==> src/rtl/tsel_pkg.sv <==
package tsel_pkg;
  // merge width of every lookahead node
  localparam int RADIX = 4;

  typedef struct packed {
    logic g;
    logic p;
  } gp_t;

  // neutral element of the generate/propagate merge
  localparam gp_t GP_IDENT = '{g: 1'b0, p: 1'b1};
endpackage

==> src/rtl/tsel_bitcell.sv <==
module tsel_bitcell
  import tsel_pkg::*;
(
  input  logic a_i,
  input  logic b_i,
  input  logic test_en,
  output gp_t  gp_o
);
  always_comb begin
    if (test_en) begin
      gp_o.g = a_i;
      gp_o.p = b_i;
    end else begin
      gp_o.g = a_i & b_i;
      gp_o.p = a_i ^ b_i;
    end
  end
endmodule

==> src/rtl/tsel_combine4.sv <==
module tsel_combine4
  import tsel_pkg::*;
(
  input  gp_t x3,  // most significant pair
  input  gp_t x2,
  input  gp_t x1,
  input  gp_t x0,  // least significant pair
  output gp_t y
);
  always_comb begin
    y.g = x3.g
        | (x3.p & x2.g)
        | (x3.p & x2.p & x1.g)
        | (x3.p & x2.p & x1.p & x0.g);
    y.p = x3.p & x2.p & x1.p & x0.p;
  end
endmodule

==> src/rtl/tsel_carrycell.sv <==
module tsel_carrycell
  import tsel_pkg::*;
(
  input  gp_t  pre,
  input  logic cy_in,
  output logic cy_out
);
  // G AND NOT P keeps the cell's (1,1) input observable in test mode
  assign cy_out = (pre.g & ~pre.p) | (pre.p & cy_in);
endmodule

==> src/rtl/tsel_add2.sv <==
module tsel_add2 (
  input  logic [1:0] a2,
  input  logic [1:0] b2,
  input  logic       ci,
  output logic [1:0] s2,
  output logic       co
);
  logic mid;
  always_comb begin
    s2[0] = a2[0] ^ b2[0] ^ ci;
    mid   = (a2[0] & b2[0]) | (ci & (a2[0] ^ b2[0]));
    s2[1] = a2[1] ^ b2[1] ^ mid;
    co    = (a2[1] & b2[1]) | (mid & (a2[1] ^ b2[1]));
  end
endmodule

==> src/rtl/tsel_selblk.sv <==
module tsel_selblk #(
  parameter int BLK_W = 8
) (
  input  logic [BLK_W-1:0] a_blk,
  input  logic [BLK_W-1:0] b_blk,
  input  logic             sel,
  output logic [BLK_W-1:0] s_blk,
  output logic             cy_blk
);
  localparam int NCELL = BLK_W / 2;

  logic [1:0][NCELL:0]   ch;
  logic [1:0][BLK_W-1:0] cs;

  for (genvar c = 0; c < 2; c++) begin : g_chain
    assign ch[c][0] = (c == 1);
    for (genvar i = 0; i < NCELL; i++) begin : g_cell
      tsel_add2 u_add2 (
        .a2 (a_blk[2*i +: 2]),
        .b2 (b_blk[2*i +: 2]),
        .ci (ch[c][i]),
        .s2 (cs[c][2*i +: 2]),
        .co (ch[c][i+1])
      );
    end
  end

  assign s_blk  = sel ? cs[1] : cs[0];
  assign cy_blk = sel ? ch[1][NCELL] : ch[0][NCELL];
endmodule

==> src/rtl/tsel_adder.sv <==
module tsel_adder #(
  parameter int WIDTH = 64,
  parameter int BLK_W = 8
) (
  input  logic [WIDTH-1:0] a,
  input  logic [WIDTH-1:0] b,
  input  logic             cin,
  input  logic             test_en,
  output logic [WIDTH-1:0] sum,
  output logic             cout
);
  import tsel_pkg::*;

  localparam int GRP_W = RADIX;
  localparam int SUP_W = RADIX * RADIX;
  localparam int NGRP  = WIDTH / GRP_W;
  localparam int NSUP  = WIDTH / SUP_W;
  localparam int NBLK  = WIDTH / BLK_W;

  gp_t bit_gp [WIDTH];
  gp_t grp_gp [NGRP];
  gp_t sup_gp [NSUP];
  gp_t sup_pre[NSUP+1];
  gp_t sp_in  [NSUP+1][RADIX];
  gp_t bd_in  [NBLK+1][RADIX];
  gp_t bd_pre [NBLK+1];

  logic [NBLK:0]   blk_c;
  logic [NBLK-1:0] blk_cy;

  // bit cells
  for (genvar i = 0; i < WIDTH; i++) begin : g_bit
    tsel_bitcell u_bit (
      .a_i     (a[i]),
      .b_i     (b[i]),
      .test_en (test_en),
      .gp_o    (bit_gp[i])
    );
  end

  // level 1: 4-bit groups
  for (genvar g = 0; g < NGRP; g++) begin : g_grp
    tsel_combine4 u_c4 (
      .x3 (bit_gp[GRP_W*g+3]),
      .x2 (bit_gp[GRP_W*g+2]),
      .x1 (bit_gp[GRP_W*g+1]),
      .x0 (bit_gp[GRP_W*g]),
      .y  (grp_gp[g])
    );
  end

  // level 2: 16-bit super-groups
  for (genvar s = 0; s < NSUP; s++) begin : g_sup
    tsel_combine4 u_c4 (
      .x3 (grp_gp[RADIX*s+3]),
      .x2 (grp_gp[RADIX*s+2]),
      .x1 (grp_gp[RADIX*s+1]),
      .x0 (grp_gp[RADIX*s]),
      .y  (sup_gp[s])
    );
  end

  // prefix over super-groups 0..s-1
  for (genvar s = 0; s <= NSUP; s++) begin : g_spre
    for (genvar j = 0; j < RADIX; j++) begin : g_pos
      if (j < s) begin : g_use
        assign sp_in[s][j] = sup_gp[j];
      end else begin : g_pad
        assign sp_in[s][j] = GP_IDENT;
      end
    end
    tsel_combine4 u_c4 (
      .x3 (sp_in[s][3]),
      .x2 (sp_in[s][2]),
      .x1 (sp_in[s][1]),
      .x0 (sp_in[s][0]),
      .y  (sup_pre[s])
    );
  end

  // prefix and carry at each slice boundary
  for (genvar k = 0; k <= NBLK; k++) begin : g_bnd
    localparam int POS = k * BLK_W;
    localparam int SI  = POS / SUP_W;
    localparam int NG  = (POS % SUP_W) / GRP_W;
    assign bd_in[k][0] = sup_pre[SI];
    for (genvar j = 1; j < RADIX; j++) begin : g_pos
      if (j <= NG) begin : g_use
        assign bd_in[k][j] = grp_gp[SI*RADIX + j - 1];
      end else begin : g_pad
        assign bd_in[k][j] = GP_IDENT;
      end
    end
    tsel_combine4 u_c4 (
      .x3 (bd_in[k][3]),
      .x2 (bd_in[k][2]),
      .x1 (bd_in[k][1]),
      .x0 (bd_in[k][0]),
      .y  (bd_pre[k])
    );
    tsel_carrycell u_cy (
      .pre    (bd_pre[k]),
      .cy_in  (cin),
      .cy_out (blk_c[k])
    );
  end

  // carry-select slices
  for (genvar k = 0; k < NBLK; k++) begin : g_blk
    tsel_selblk #(.BLK_W(BLK_W)) u_blk (
      .a_blk  (a[k*BLK_W +: BLK_W]),
      .b_blk  (b[k*BLK_W +: BLK_W]),
      .sel    (blk_c[k]),
      .s_blk  (sum[k*BLK_W +: BLK_W]),
      .cy_blk (blk_cy[k])
    );
  end

  assign cout = blk_c[NBLK];
endmodule

==> config.mk <==
export PLATFORM = sky130hd
export DESIGN_NAME = tsel_adder
export DESIGN_NICKNAME = d
export VERILOG_FILES = /design/src/rtl/tsel_pkg.sv /design/src/rtl/tsel_bitcell.sv /design/src/rtl/tsel_combine4.sv /design/src/rtl/tsel_carrycell.sv /design/src/rtl/tsel_add2.sv /design/src/rtl/tsel_selblk.sv /design/src/rtl/tsel_adder.sv
export SDC_FILE = /design/constraint.sdc
export NUM_CORES = 1
export LEC_CHECK = 0
export ABC_CLOCK_PERIOD_IN_PS = 5000
export BUFFER_PORTS_ARGS = -buffer_cell sky130_fd_sc_hd__buf_4
export CORE_ASPECT_RATIO = 1.2
export CORE_MARGIN = 2
export CORE_UTILIZATION = 40
export DETAILED_ROUTE_END_ITERATION = 12
export PLACE_DENSITY = 0.71
export SETUP_SLACK_MARGIN = 0.3
export SYNTH_ARGS = -nofsm -noshare
export SYNTH_HDL_FRONTEND = slang
export SYNTH_SLANG_ARGS = --single-unit
==> constraint.sdc <==
create_clock -name vclk -period 5
set_input_delay 0 -clock vclk [all_inputs]
set_output_delay 0 -clock vclk [all_outputs]
set_load 0.1 [all_outputs]
# Word-level counts from Yosys, hierarchy flattened
# Index checks and enable logic that the tools add are counted.
dict set report op_classes {
  muxes 72
  bitwise 699
}
# cell count
set op_table {}
lappend op_table {{1-bit AND} 322}
lappend op_table {{1-bit bitwise OR} 185}
lappend op_table {{1-bit XOR} 176}
lappend op_table {{2-bit 2-to-1 mux} 64}
lappend op_table {{8-bit 2-to-1 mux} 8}
lappend op_table {{1-bit NOT} 16}
dict set report totals {
  reg_bits 0
  in_bits 130
  wordCells 771
}

# Depth between registers and ports, before layout
dict set report logic_depth {
  word_depth 18
  depth_mapped 20
}

# Hierarchy
# From an unflattened synthesis, not the netlist that was laid out.
dict set report hier_totals {
  cells_unflattened 1143
  hier_area_um2 8993.6
}
# mod instances cells_per_inst area_each_um2
set by_module_without_submodules {}
lappend by_module_without_submodules {tsel_add2 64 10 70.1}
lappend by_module_without_submodules {tsel_bitcell 64 3 35.0}
lappend by_module_without_submodules {tsel_selblk 8 12 153.9}
lappend by_module_without_submodules {tsel_combine4 34 6 26.3}
lappend by_module_without_submodules {tsel_carrycell 9 1 15.0}
lappend by_module_without_submodules {tsel_adder 1 2 7.5}

# Worst setup path after synthesis
# Ideal clock, no wire load.
dict set report synth_path {
  kind {input-to-output}
  from {input a[11]}
  to {output sum[55]}
  arrival_time_ps 5542
  setup_slack_ps -542
  path_stages 16
  n_path_buf 0
  path_cell_list {ha_1 > and3b_1 > a22o_1 > a211o_1 > a22o_1 > nor2_2 > o311a_4 > and3_4 > nor3_2 > fa_1 > fa_1 > fa_1 > fa_1 > fa_1 > fa_1 > xor2_1}
}
dict set report synth_between {
  elab_chain_len 15
  word_cells_on_any_way 29
  cone_classes {mux: 2; bitwise: 27}
}
# element line
set synth_rtl {}
lappend synth_rtl {{start, declared} tsel_adder.sv:5} ;# input logic [WIDTH-1:0] a,
lappend synth_rtl {{1-bit XOR} tsel_bitcell.sv:15} ;# gp_o.p = a_i ^ b_i;
lappend synth_rtl {{2-bit 2-to-1 mux *} tsel_bitcell.sv:10} ;# if (test_en) begin
lappend synth_rtl {{1-bit AND (on tied branches)} -}
lappend synth_rtl {{1-bit bitwise OR, or another cell as far along} tsel_combine4.sv:12} ;# | (x3.p & x2.g)
lappend synth_rtl {{1-bit bitwise OR or 1-bit AND (tied branches)} {tsel_combine4.sv:13, tsel_combine4.sv:14}}
lappend synth_rtl {{1-bit bitwise OR} tsel_combine4.sv:14} ;# | (x3.p & x2.p & x1.p & x0.g);
lappend synth_rtl {{1-bit AND} tsel_combine4.sv:12}
lappend synth_rtl {{1-bit bitwise OR} tsel_combine4.sv:12}
lappend synth_rtl {{1-bit bitwise OR} tsel_combine4.sv:13} ;# | (x3.p & x2.p & x1.g)
lappend synth_rtl {{1-bit bitwise OR} tsel_combine4.sv:14}
lappend synth_rtl {{1-bit AND} tsel_combine4.sv:14}
lappend synth_rtl {{1-bit bitwise OR} tsel_combine4.sv:14}
lappend synth_rtl {{1-bit AND} tsel_carrycell.sv:9} ;# assign cy_out = (pre.g & ~pre.p) | (pre.p & cy_in);
lappend synth_rtl {{1-bit bitwise OR *} tsel_carrycell.sv:9}
lappend synth_rtl {{8-bit 2-to-1 mux *} tsel_selblk.sv:28} ;# assign s_blk = sel ? cs[1] : cs[0];
lappend synth_rtl {{end, declared} tsel_adder.sv:9} ;# output logic [WIDTH-1:0] sum,
# Every way passes the cells marked *; elsewhere a longest branch is shown, timed or not.

# Final worst setup path
dict set report layout_path {
  from {input a[10]}
  to {output sum[46]}
}
dict set report layout_between {
  elab_chain_len 17
  word_cells_on_any_way 32
  cone_classes {mux: 2; bitwise: 30}
}
# element line
set layout_rtl {}
lappend layout_rtl {{1-bit AND or 1-bit XOR (tied branches)} {tsel_bitcell.sv:14, tsel_bitcell.sv:15}}
lappend layout_rtl {{2-bit 2-to-1 mux *} tsel_bitcell.sv:10}
lappend layout_rtl {{1-bit AND (on tied branches)} -}
lappend layout_rtl {{1-bit bitwise OR, or another cell as far along} tsel_combine4.sv:12}
lappend layout_rtl {{1-bit bitwise OR or 1-bit AND (tied branches)} {tsel_combine4.sv:13, tsel_combine4.sv:14}}
lappend layout_rtl {{1-bit bitwise OR} tsel_combine4.sv:14}
lappend layout_rtl {{1-bit AND} tsel_combine4.sv:12}
lappend layout_rtl {{1-bit bitwise OR} tsel_combine4.sv:12}
lappend layout_rtl {{1-bit bitwise OR} tsel_combine4.sv:13}
lappend layout_rtl {{1-bit bitwise OR} tsel_combine4.sv:14}
lappend layout_rtl {{1-bit AND} tsel_combine4.sv:14}
lappend layout_rtl {{1-bit bitwise OR} tsel_combine4.sv:14}
lappend layout_rtl {{1-bit AND} tsel_combine4.sv:14}
lappend layout_rtl {{1-bit bitwise OR} tsel_combine4.sv:14}
lappend layout_rtl {{1-bit AND} tsel_carrycell.sv:9}
lappend layout_rtl {{1-bit bitwise OR *} tsel_carrycell.sv:9}
lappend layout_rtl {{8-bit 2-to-1 mux *} tsel_selblk.sv:28}
# Marked as above.

==> results.yml <==
power:
  internal-power_mw: 0.4420
  p_seq_frac: 0
  p_leak_nw: 2.918
  power_per_cell_area_nw_per_um2: 268.3
  pwr-share-comb: 1.000
  p_sw_frac: 0.7283
  switchingPower_mw: 1.185
  power_mw: 1.627
  vdd_ir_drop_max_uv: 205.2
  p_clk_frac: 0
sta:
  grt_setup_unrepaired: "yes"
  fin_crit_ns: 4.562
  fmax_ghz: 0.2192
  fin_crit_sh: 0.9123
  final.setup.tns_ns: 0
  setup_violations: 0
  slew_viol_final: 0
  hold_viol_final: 0
  slew_headroom: 0.7394
  tightest_slew_ns: 0.3897
floorplanning:
  coreArea_um2: 9859
  initial_utilization: 0.4058
  io_pins: 195
  die_h_um: 113.6
  dieArea_um2: 10820
  std_cell_rows: 40
  dieWidth_um: 95.30
yosys:
  synth_fp_nets: 705
  seq_area_frac_synth: 0
  synth_top_cell_area_share: 0.2402
  yosys_warnings: 0
  syn_inst: 455
  synth_top_area_cell: "fa_1"
  yosys.cell_count.top_type: "ha_1"
  syn-mean-instance-area_um2: 8.794
  synth_area_um2: 4001
  yosys-top-cells-area: "fa_1 24%, ha_1 23%, inv_1 5.3%"
  synth_common_cells: "72 x ha_1, 56 x inv_1, 48 x fa_1"
  synth_cell_type_count: 66
place:
  place_congestion: 0.8502
  hpwl_um: 10540
  io_buffers: 195
final_layout:
  syn2layout_area_growth_pct: 51.53
  antenna_cells: 0
  nets: 920
  final.clkbuf_count: 0
  seq_cell_count: 0
  multi_input_area_um2: 3918
  num-fill-cells: 862
  drive_gt1_frac: 0.4416
  regArea_um2: 0
hold_path:
  min_path_type: "input port to output port"
flow_run:
  cap_violations: 0
setup_path:
  cp.required_ns: 5.00
  cp_num_buf_inv: 4
  crit_family: "adder cells"
  cp_cell_sequence: "buf_4, ha_1, and3b_1, a22o_1, a211o_1, a22o_1, nor2_2, o311a_4, a21oi_4, mux2i_2, fa_2, fa_2, fa_2, fa_2, fa_1, inv_1, fa_1, clkinvlp_4, buf_12"
  path_class: "input port to output port"
  critical_path.max_stage_delay_ns: 0.44
  crit_top_cell: "fa_2"
  slowest_stage: "fa_1"
  end_kind: "output port"
  worstPathArrival_ns: 4.56
  cp-start-kind: "input port"
  critical_path_peak_fanout: 4
status:
  status: "finished, final reports clean"
global_route:
  first_global_vias: 4395
  antenna_found_initial: 0
  grt_usage: 0.2089
  grt-ovfl-total: 0
  grt_pass1_wl_um: 19090
  grt_max_degree: 29
cts:
  postCtsHoldBufs: 0
route:
  vias: 4323
  routedWlPerCell_um: 14.92
  drt_iter0_drc: 123
  drt_first_pass_iters: 4
  routed_wl_um: 11850
  route.detailed.drc: 0
  via_per_inst: 5.445
  postRouteAntennaNets: 0
-- stage by stage --
stage	util	hold slack, ns	instances	instance area (um^2)	worst slack [ns]
2_1_floorplan	-	0.4410	455	4055	0.2964
3_3_place_gp	0.5849	0.4186	788	5767	0.08372
3_5_place_dp	0.5849	0.4217	788	5767	0.01895
4_1_cts	0.6022	0.4225	792	5937	0.2969
5_1_grt	0.6150	0.4302	794	6063	0.2907
6_report	0.6150	0.4149	794	6063	0.4384
-- layout make-up --
cell class | instances | area share
inverter | 57 | 0.03591
multi-input combinational | 389 | 0.6461
tap | 126 | 0.02600
timing repair buffer | 222 | 0.2920
-- power by group through the flow --
stage	combinational [mW]	clock (mW)	sequential, mW
5_1_grt	1.71	0	0
4_1_cts	1.61	0	0
3_5_place_dp	1.57	0	0
2_1_floorplan	1.24	0	0
6_report	1.63	0	0
3_3_place_gp	1.55	0	0
-- final timing paths --
kind / end / from / cells past startpoint / slack [ns]
hold / removal: sum[0] / cin / 3 / 0.41
setup / recovery: sum[46] / a[10] / 19 / 0.44
-- per-layer routing --
layer  track usage  vias to the layer above  part of all wire  wire [um]
li1              -                     2098                 -          -
met1        0.2425                     2092              0.37       4426
met2        0.4230                      121              0.57       6694
met3      0.009908                       12             0.047        560
met4       0.02222                        0             0.014        165
met5             0                        -                 0          0
-- cells in the final DEF (no fill, tap or decap), drive strengths merged, types with 5 or more instances in the layout --
cell    instances
nor3            6
nand2b          5
buf           222
a21o            9
fa             48
a21oi          30
ha             72
a22oi           8
nand3          32
nand2          29
nand4           9
o211ai          5
a211oi         17
nand3b          8
o22ai           7
o21ai          19
xnor2           8
xor2            8
nor2           12
inv            56
a211o           5
mux2i           5
-- cell families after synthesis --
| logic type | share of synthesized area |
|---|---|
| compound gates | 0.2339 |
| simple gates | 0.1686 |
| mux | 0.02376 |
| xor+xnor | 0.03502 |
| buf+inv | 0.07348 |
| fa+ha+maj | 0.4653 |
-- timing repair --
item                                    4_1_cts  5_1_grt
setup buffers                                 4        2
resized for setup                            34       35
endpoints found under the setup margin       10       12
pin swaps                                    11       12
No activity file was read; power rests on OpenSTA's default activity.
